$ cat src/rtl/fll_pkg.sv
package fll_pkg;

    typedef enum logic {
        CHOP_DIRECT  = 1'b0,
        CHOP_SWAPPED = 1'b1
    } chop_e;

    // Direction after undoing the chop: 1 = raise, 0 = lower.
    function automatic logic unchop(input logic raw_bit, input chop_e state);
        return raw_bit ^ (state == CHOP_SWAPPED);
    endfunction

    function automatic chop_e chop_next(input chop_e state);
        return (state == CHOP_DIRECT) ? CHOP_SWAPPED : CHOP_DIRECT;
    endfunction

endpackage

$ cat src/rtl/fll_chop_accum.sv
module fll_chop_accum
    import fll_pkg::*;
#(
    parameter int WORD_W = 16
) (
    input  logic              clk,
    input  logic              rst_n,
    input  logic [WORD_W-1:0] init_word,
    input  logic              strobe,
    input  logic              cmp_bit,
    output logic [WORD_W-1:0] word_o,
    output logic              chop_o
);

    localparam logic [WORD_W-1:0] WORD_MAX = '1;
    localparam logic [WORD_W-1:0] WORD_MIN = '0;
    localparam logic [WORD_W-1:0] WORD_LSB = WORD_W'(1);

    typedef struct packed {
        logic [WORD_W-1:0] word;
        chop_e             chop;
    } acc_state_t;

    acc_state_t st_d, st_q;
    logic       raise;

    always_comb begin
        st_d  = st_q;
        raise = unchop(cmp_bit, st_q.chop);
        if (strobe) begin
            if (raise) begin
                if (st_q.word != WORD_MAX) begin
                    st_d.word = st_q.word + WORD_LSB;
                end
            end else begin
                if (st_q.word != WORD_MIN) begin
                    st_d.word = st_q.word - WORD_LSB;
                end
            end
            st_d.chop = chop_next(st_q.chop);
        end
    end

    always_ff @(posedge clk) begin
        if (!rst_n) begin
            st_q.word <= init_word;
            st_q.chop <= CHOP_DIRECT;
        end else begin
            st_q <= st_d;
        end
    end

    assign word_o = st_q.word;
    assign chop_o = (st_q.chop == CHOP_SWAPPED);

endmodule

$ cat src/rtl/fll_frac_sdm.sv
module fll_frac_sdm #(
    parameter int INT_W  = 13,
    parameter int FRAC_W = 3
) (
    input  logic              clk,
    input  logic              rst_n,
    input  logic [INT_W-1:0]  init_int,
    input  logic [INT_W-1:0]  int_in,
    input  logic [FRAC_W-1:0] frac_in,
    output logic [INT_W-1:0]  code_o
);

    localparam logic [INT_W-1:0] INT_MAX = '1;

    typedef struct packed {
        logic [FRAC_W-1:0] residue;
        logic [INT_W-1:0]  code;
    } sdm_state_t;

    sdm_state_t       st_d, st_q;
    logic [FRAC_W:0]  sum;
    logic             carry;

    always_comb begin
        st_d         = st_q;
        sum          = {1'b0, st_q.residue} + {1'b0, frac_in};
        carry        = sum[FRAC_W];
        st_d.residue = sum[FRAC_W-1:0];
        if (carry && (int_in == INT_MAX)) begin
            st_d.code = INT_MAX;
        end else begin
            st_d.code = int_in + INT_W'(carry);
        end
    end

    always_ff @(posedge clk) begin
        if (!rst_n) begin
            st_q.residue <= '0;
            st_q.code    <= init_int;
        end else begin
            st_q <= st_d;
        end
    end

    assign code_o = st_q.code;

endmodule

$ cat src/rtl/fll_loop_core.sv
module fll_loop_core #(
    parameter int INT_W  = 13,
    parameter int FRAC_W = 3,
    localparam int WORD_W = INT_W + FRAC_W
) (
    input  logic              clk,
    input  logic              rst_n,
    input  logic [WORD_W-1:0] init_word,
    input  logic              ph5_stb,
    input  logic              cmp_bit,
    output logic [WORD_W-1:0] tune_word,
    output logic [INT_W-1:0]  dco_code,
    output logic              chop_sel
);

    logic [WORD_W-1:0] word_w;

    fll_chop_accum #(
        .WORD_W (WORD_W)
    ) u_accum (
        .clk       (clk),
        .rst_n     (rst_n),
        .init_word (init_word),
        .strobe    (ph5_stb),
        .cmp_bit   (cmp_bit),
        .word_o    (word_w),
        .chop_o    (chop_sel)
    );

    fll_frac_sdm #(
        .INT_W  (INT_W),
        .FRAC_W (FRAC_W)
    ) u_sdm (
        .clk      (clk),
        .rst_n    (rst_n),
        .init_int (init_word[WORD_W-1:FRAC_W]),
        .int_in   (word_w[WORD_W-1:FRAC_W]),
        .frac_in  (word_w[FRAC_W-1:0]),
        .code_o   (dco_code)
    );

    assign tune_word = word_w;

endmodule

$ cat config.mk
export PLATFORM = sky130hd
export DESIGN_NAME = fll_loop_core
export DESIGN_NICKNAME = d
export VERILOG_FILES = /design/src/rtl/fll_pkg.sv /design/src/rtl/fll_chop_accum.sv /design/src/rtl/fll_frac_sdm.sv /design/src/rtl/fll_loop_core.sv
export SDC_FILE = /design/constraint.sdc
export NUM_CORES = 1
export LEC_CHECK = 0
export ABC_AREA = 1
export CAP_MARGIN = 30
export CORE_MARGIN = 4
export CORE_UTILIZATION = 48
export DETAILED_ROUTE_END_ITERATION = 12
export PLACE_DENSITY = 0.86
export SLEW_MARGIN = 20
export SYNTH_ARGS = -nofsm -noshare
export SYNTH_HDL_FRONTEND = slang
export SYNTH_SLANG_ARGS = --single-unit
$ cat constraint.sdc
create_clock -name clk -period 2.16 [get_ports clk]
set_input_delay 0.432 -clock clk [delete_from_list [all_inputs] [get_ports clk]]
set_output_delay 0.432 -clock clk [all_outputs]
set_load 0.01 [all_outputs]
* Yosys cells after proc, flatten, opt, wreduce, memory -nomap -nowiden
Index checks and enable logic that the tools add are counted.
** Storage, ports and cells
- Bits in registers :: 33
- Word-level logic and storage cells :: 25
- Bits of input ports :: 20
- Output and inout port bits :: 30
** Operators by class
- Multiplexer cells :: 8
- Reductions and logical operators :: 3
- Eq/ne operators :: 5
- Bitwise gates (word level) :: 1
- Add/sub/neg operators :: 4
** Operators with widths (count)
- $mux W16 :: 3
- $mux W17 :: 2
- $mux W13 :: 2
- $add A16 B1 Y16 const B :: 1
- $ne A16 B16 Y1 const B :: 1
- $reduce_bool A16 Y1 :: 1
- $sub A16 B1 Y16 const B :: 1
- $add A13 B1 Y13 :: 1
- $eq A13 B13 Y1 const B :: 1
- $add A3 B3 Y4 :: 1
- $ne A3 B1 Y1 const B :: 1
- $ne A3 B3 Y1 const B :: 1
- $reduce_and A3 Y1 :: 1
- $ne A2 B1 Y1 const B :: 1
- $logic_and A1 B1 Y1 :: 1
- $mux W1 :: 1
- $xor A1 B1 Y1 :: 1

* Longest topological paths before layout
Gate-level depths: netlist of run 1.
- Depth in word-level cells :: 5
- Gate-level depth with buffers :: 17

* Modules after synthesis
From an unflattened synthesis of run 1, not the netlist that was laid out.
** Second synthesis, totals
- Cell total of the unflattened synthesis :: 444
- Area, all modules :: 2812.7 sq um
** Modules (own cells, without submodules)
- fll_chop_accum :: instances 1, area an instance 1747.9 sq um, seq. area each 500.5 sq um, cells an instance 280
- fll_frac_sdm :: instances 1, area an instance 1064.8 sq um, seq. area each 320.3 sq um, cells an instance 164

* Worst setup path after synthesis of run 1
Ideal clock, no wire load.
- Path type :: register to register
- From :: reg u_accum.st_q (netlist bit u_accum.word_o[2])
- To :: reg u_sdm.st_q (netlist bit u_sdm.code_o[10])
- Library setup time :: 0.113 ns
- Cell stages (with the launch flop) :: 14
- Path buffers :: 0
- Data arrival time :: 2.164 ns
- Clock period less this slack :: 2.276 ns
- Data required time :: 2.047 ns
- Slack :: -0.116 ns
- Cell sequence :: edfxtp_1 > ha_1 > inv_1 > o21bai_1 > ha_1 > ha_1 > inv_1 > nor2_1 > nand2_1 > nor4_2 > xnor2_1 > nand2_1 > nand2_1 > nand2_1
** Between the ends
- Word-level cells in the longest chain between the ends :: 4
- Elaborated cells between the ends (all ways) :: 5
** RTL lines
- start, declared :: line fll_chop_accum.sv:24 : acc_state_t st_d, st_q;
- start signal, assigned :: line fll_chop_accum.sv:49 : st_q <= st_d;
- $add A3 B3 Y4 (*) :: line fll_frac_sdm.sv:26 : sum = {1'b0, st_q.residue} + {1'b0, frac_in};
- $add A13 B1 Y13 or $logic_and A1 B1 Y1 (tied branches) :: line fll_frac_sdm.sv:32, fll_frac_sdm.sv:29
- $mux W13 (*) :: line fll_frac_sdm.sv:29 : if (carry && (int_in == INT_MAX)) begin
- $mux W13 (*) :: line fll_frac_sdm.sv:37 : if (!rst_n) begin
- end signal, assigned :: line fll_frac_sdm.sv:41 : st_q <= st_d;
- end, declared :: line fll_frac_sdm.sv:20 : sdm_state_t st_d, st_q;
Every way passes the cells marked *; elsewhere a longest branch is shown, timed or not.
A chain may end at the register's enable or synchronous reset.

* Worst setup path in the final report of run 1
- From :: reg u_accum.st_q (netlist bit u_accum.word_o[1])
- To :: reg u_sdm.st_q (netlist bit u_sdm.code_o[11])
The elaborated chain is that of the path after synthesis.

==> metrics.cfg, run 1 <==
[run_status]
status=complete, but fails checks
failed_checks=negative setup slack

[sta]
rsz0062_at_grt=yes
period_minus_slack_ps=2174
hold_viol_final=0
setup_tns_ps=-14.37
setup_viol=1
fin_ws_ps=-14.37
skew_ps=14.28
max_freq_ghz=0.4599
period_share=1.007
tightest_slew_ps=518.6
maxSlewViolCount=0
slew_headroom=0.6513
hold_slack_ps=559.8

[worst_setup_path]
critPathMaxStageDelay_ps=440
setup.worst_path.class=reg -> reg
crit_fanout=4
rr_endpoint=u_sdm.code_o[11]
cp.required_ps=2340
worst_path_max_delay_cell=edfxtp_1
critical_path.top_delay_family=simple AND/OR/NAND/NOR gates
reg2reg_from=u_accum.word_o[1]
ff2ff_path_depth=12
critPathBufInv=1
end_kind=flip-flop
start_kind=flip-flop
critPathArrivalTime_ps=2360
crit_top_cell=nand2_1
cp_cell_sequence=ha_4 -> a21oi_4 -> o21bai_4 -> ha_4 -> buf_6 -> nand4_1 -> nor2_4 -> nand4_1 -> nand2_1 -> nand2_1 -> o21ai_1 -> nand2_1
reg2reg_setup_slack_ps=-10

[grt]
grt_first_pass_wirelength_mm=13.08
groute.usage.overall=0.2548
grt_antenna_before_repair=0
grt_pass1_vias=2781
overflow=0
grt_max_degree=25

[layout]
fill_cells=397
final_core_util=0.6985
final_nets=507
syn2layout_area_growth_pct=38.05
num_antenna_cells=0
postLayoutCellArea_um2=3659
drive_gt1_frac=0.1942
final-seq-area_um2=822.0
multi_input_area_um2=1619

[cts]
hold_buffers=0
h-tree-depth=2
cts_buffers=5
clkTransAtPathRegs_ps=70
clock_latency_ps=290
root_buffer=clkbuf_8
cts_tree=built
clkSinkCount=33
clock_path_buffers=2

[die]
io_pins=50
core-area_um2=5238
die-area_um2=6773
rows=26
initial_core_util=0.5060
die_x_um=82.30
die_y_um=82.30

[placed_design]
dp_hpwl_mm=6.097
place.gp.congestion=0.9584
place_area_um2=3374
io_buffers=49

[logic_synthesis]
synth_area_per_cell_um2=6.576
yosysTopAreaCellShare=0.1969
synth_area_leader_cell=nand2_1
synth_seq_area_share=0.3097
async_flop_share=0
synth_enable_flop_cells=16
syn_nets=432
yosys-top-cells-count=nand2_1, inv_1, nand3_1
ys_ff_latch=33
yosysMostFrequentCell=nand2_1
ys_types=34
ys_warn_count=0
ys.flop_type=dfxtp_1
syn-instance-count=403
synth.area.top_cells=nand2_1, edfxtp_1, dfxtp_1
syn_area_um2=2650

[hold_path]
hold_start=u_sdm.st_q[13]
worstHoldPathCells=3
hold_class=reg -> reg
min_to=u_sdm.st_q[13]

[power_and_ir_drop]
power.leakage_uw=0.001778
ir_worst_vdd_v=0.0003039
power_density_nw_per_um2=680.8

[detailed_routing]
routed_via_density=5.461
first_pass_iters=6
ant_nets=0
detail_route.wl_per_cell_um=15.23
drc_errors=0
initialDrtViolationCount=362
routed_wl_mm=8.364
dr_total_vias=2998

[run]
maxCapViolCount=0

cell families after synthesis:
kind of cell / count (synthesis) / synth area share
AND/OR/NAND/NOR: 223 / 0.3607
buffers and inverters: 78 / 0.1369
AO/OA/AOI/OAI: 48 / 0.1077
flip-flops: 33 / 0.3097
XOR/XNOR: 12 / 0.03966
adder cells (fa/ha/maj): 9 / 0.04533
layer usage:
metal / global-route usage / part of all wire / vias to the layer above
li1: - / - / 1442
met1: 0.3253 / 0.39 / 1329
met2: 0.4263 / 0.48 / 188
met3: 0.03796 / 0.10 / 39
met4: 0.1080 / 0.031 / 0
met5: 0 / 0 / -
where the power goes:
group	internal [µW]	total (µW)	switching, µW
logic	535	1160	627
registers	750	844	93.5
clock network	260	485	225
flip-flops by register name, summed over array words and instances (netlist names):
name            count
u_sdm.code_o       13
u_accum.chop_o      1
u_sdm.st_q          3
u_accum.word_o     16
placed cells by master (no fill, tap or decap), types with 3 or more instances in the layout:
master / n
a21oi_1: 9
buf_4: 39
clkbuf_8: 6
clkdlybuf4s50_1: 48
dfxtp_1: 16
edfxtp_1: 16
ha_1: 4
ha_4: 4
inv_1: 49
inv_2: 6
nand2_1: 132
nand2_2: 16
nand3_1: 29
nand4_1: 5
nor2_1: 20
nor2_2: 4
nor2_4: 3
nor3_1: 3
nor4_1: 3
o21ai_0: 11
o21ai_1: 11
o22ai_1: 3
o31ai_1: 3
xor2_1: 9
metrics by stage:
stage | std cells | worst slack (ps) | total power [µW]
4_1_cts | 549 | 32.59 | 2397
2_1_floorplan | 403 | -24.03 | 1449
6_report | 549 | -14.37 | 2491
3_3_place_gp | 535 | -439.8 | 1835
5_1_grt | 549 | -142.7 | 2639
3_5_place_dp | 535 | -439.2 | 1864
worst reg2reg max path: cells and delay by family (launching register included):
family                     cells  cell delay, ps
AOI/OAI and AO/OA              3             340
DFF                            1             440
and+or+nand+nor                6             730
buffers and inverters          1             100
adders and majority gates      2             480
repair_timing:
| item | CTS | global route |
|---|---|---|
| pin swaps | 7 | 11 |
| setup endpoints to repair | 13 | 19 |
| gates resized for setup | 12 | 22 |
| gates cloned | 0 | 0 |
| buffers inserted | 6 | 0 |
final cells by class:
type                    instances  share of cell area
clock buffers                   8             0.02462
well taps                      70             0.02394
inverters                      55             0.05643
multi-input cells             292              0.4425
repair buffers                 91              0.2278
flip-flops and latches         33              0.2247
how the worst max path moves through the flow:
stage	cells past startpoint	end	from	slack (ps)
CTS	12	u_sdm.code_o[11]	u_accum.word_o[1]	30
finish	12	u_sdm.code_o[11]	u_accum.word_o[1]	-10
detailed placement	15	u_accum.word_o[6]	cmp_bit	-440
floorplan	13	u_sdm.code_o[10]	u_accum.word_o[2]	-20
global route	12	u_sdm.code_o[11]	u_accum.word_o[1]	-140
global placement	14	u_accum.word_o[12]	cmp_bit	-440
Power figures use the tool's default switching activity.
==> run 2: changes to the inputs <==
--- a/config.mk
+++ b/config.mk
@@ -11,5 +11,5 @@
 export CORE_UTILIZATION = 48
 export DETAILED_ROUTE_END_ITERATION = 12
-export PLACE_DENSITY = 0.86
+export PLACE_DENSITY = 0.85
 export SLEW_MARGIN = 20
 export SYNTH_ARGS = -nofsm -noshare
==> constraint.sdc (replaced) <==
create_clock -name clk -period 2.16 [get_ports clk]
set_input_delay 0.324 -clock clk [delete_from_list [all_inputs] [get_ports clk]]
set_output_delay 0.324 -clock clk [all_outputs]
set_load 0.01 [all_outputs]
==> metrics.cfg, run 2 (synthesis gave the netlist of run 1 again) <==
[worst_setup_path]
worst_path_max_delay_cell=edfxtp_1
cp.required_ps=2350  ; about the same
end_kind=flip-flop
crit_top_cell=nand2_1
start_kind=flip-flop
ff2ff_path_depth=13  ; +1
critPathBufInv=1  ; unchanged
path_depth=13  ; +1
critPathMaxStageDelay_ps=420  ; -20 ps
crit_fanout=3  ; -1
setup.worst_path.class=reg -> reg
critical_path.top_delay_family=adder cells
critPathArrivalTime_ps=2390  ; +30 ps
cp_cell_sequence=ha_1 -> a21oi_2 -> o21bai_2 -> ha_4 -> ha_4 -> inv_2 -> nor2_4 -> nand2_2 -> nor4_2 -> xnor2_1 -> nand2_1 -> nand2_1 -> nand2_1

[power_and_ir_drop]
seqPwrFrac=0.340  ; about the same
power.internal_uw=1508  ; -2.4%
power_frac_clock=0.191  ; -0.004
power_density_nw_per_um2=672.7  ; -1.2%
power.leakage_uw=0.001807  ; +1.6%
switching_power_uw=925.5  ; -2.1%
power.total_uw=2433  ; -2.3%
ir_worst_vdd_v=0.0003630  ; +19%
switching_share=0.3803  ; +0.0007284
comb_power_share=0.469  ; +0.002

[layout]
num_antenna_cells=0  ; unchanged
syn2layout_area_growth_pct=36.50
largest_register_ffs=16  ; unchanged
final_nets=516  ; +1.8%
final_cell_mix=nand2_1, inv_1, buf_4
layout_commonest_cell=nand2_1
drive_gt1_frac=0.1947  ; +0.0005176

[placed_design]
io_buffers=49  ; unchanged
place.gp.congestion=0.9759  ; +1.8%
dp_hpwl_mm=6.271  ; +2.9%

[sta]
fin_ws_ps=-49.30  ; -34.93 ps
period_minus_slack_ps=2209  ; +34.93 ps
slew_headroom=0.6772  ; +0.02589
hold_slack_ps=539.1  ; -20.69 ps
max_freq_ghz=0.4526  ; -1.6%
setup_viol=1  ; unchanged
tightest_slew_ps=483.7  ; -34.93 ps
skew_ps=7.438  ; -6.841 ps
period_share=1.023  ; +0.01617
maxSlewViolCount=0  ; unchanged
setup_tns_ps=-49.30  ; -34.93 ps
rsz0062_at_grt=yes
hold_viol_final=0  ; unchanged

[grt]
grt_pass1_vias=2640  ; -5.1%
overflow=0  ; unchanged
grt_max_degree=30  ; +20%
grt_antenna_before_repair=0  ; unchanged
groute.usage.overall=0.2482  ; -0.006561
grt_first_pass_wirelength_mm=12.80  ; -2.2%

[die]
die_x_um=82.30  ; unchanged
io_pins=50  ; unchanged
rows=26  ; unchanged
initial_core_util=0.5060  ; unchanged
core-area_um2=5238  ; unchanged
die-area_um2=6773  ; unchanged
die_y_um=82.30  ; unchanged

[detailed_routing]
detail_route.wl_per_cell_um=14.74  ; -3.2%
initialDrtViolationCount=308  ; -15%
routed_wl_mm=8.225  ; -1.7%
routed_via_density=5.297  ; -3.0%
dr_total_vias=2956  ; -1.4%
drc_errors=0  ; unchanged
ant_nets=0  ; unchanged
first_pass_iters=5  ; -1

[hold_path]
worstHoldPathCells=3  ; unchanged
hold_class=reg -> reg

[run]
maxCapViolCount=0  ; unchanged

[cts]
clkTransAtPathRegs_ps=70  ; about the same
cts_buffers=5  ; unchanged
h-tree-depth=2  ; unchanged
cts_tree=built
clkSinkCount=33  ; unchanged
clock_path_buffers=2  ; unchanged
root_buffer=clkbuf_8
clock_latency_ps=290  ; about the same
hold_buffers=0  ; unchanged

[run_status]
failed_checks=negative setup slack
status=complete, but fails checks

run 2: stage by stage:
| stage | std cells | util | instance area (µm²) | setup slack [ps] |
|---|---|---|---|---|
| floorplan | 403 | - | 2658 | -24.03 |
| global placement | 548 | 0.6581 | 3447 | -202.4 |
| detailed placement | 548 | 0.6581 | 3447 | -269.0 |
| CTS | 557 | 0.6753 | 3537 | -12.19 |
| global route | 558 | 0.6906 | 3617 | -174.8 |
| finish | 558 | 0.6906 | 3617 | -49.30 |
run 2: routing by layer:
layer  routed length [µm]  share of wire  track usage  vias up
met1                 3552           0.43       0.3405     1350
li1                     -              -            -     1456
met2                 3825           0.47       0.4151      127
met5                    0              0            0        -
met3                  660          0.080      0.02278       23
met4                  187          0.023      0.06811        0
run 2: what timing repair did:
item	4_1_cts	5_1_grt
setup buffers	1	1
endpoints found under the setup margin	5	20
resized for setup	0	20
pin swaps	1	8
run 2: layout make-up:
class                      count  area [µm²]
fill                         428        1620
timing repair buffer         100       879.6
tap                           70       87.58
clock buffer                   6       72.57
sequential                    33       822.0
multi-input combinational    292        1539
inverter                      55       206.4
clock inverter                 2       10.01
run 2: tightest hold or removal path: cells and delay by family (launching register included):
family,cells,cell delay (ps)
AND/OR/NAND/NOR,1,50
buffers and inverters,1,40
flip-flops,1,310
adder cells (fa/ha/maj),1,120
run 2: power groups by stage:
stage	logic (µW)	registers [µW]	clock network, µW
finish	1140	827	464
CTS	1080	821	469
floorplan	608	841	0
global placement	1040	833	0
detailed placement	1070	834	0
global route	1260	834	490
run 2: worst paths after layout:
path	start	to	slack, ps
setup / recovery	u_accum.word_o[1]	u_sdm.code_o[10]	-50
hold / removal	u_sdm.st_q[13]	u_sdm.st_q[13]	540
setup reg to reg	u_accum.word_o[1]	u_sdm.code_o[10]	-50
hold reg to reg	u_sdm.st_q[13]	u_sdm.st_q[13]	540
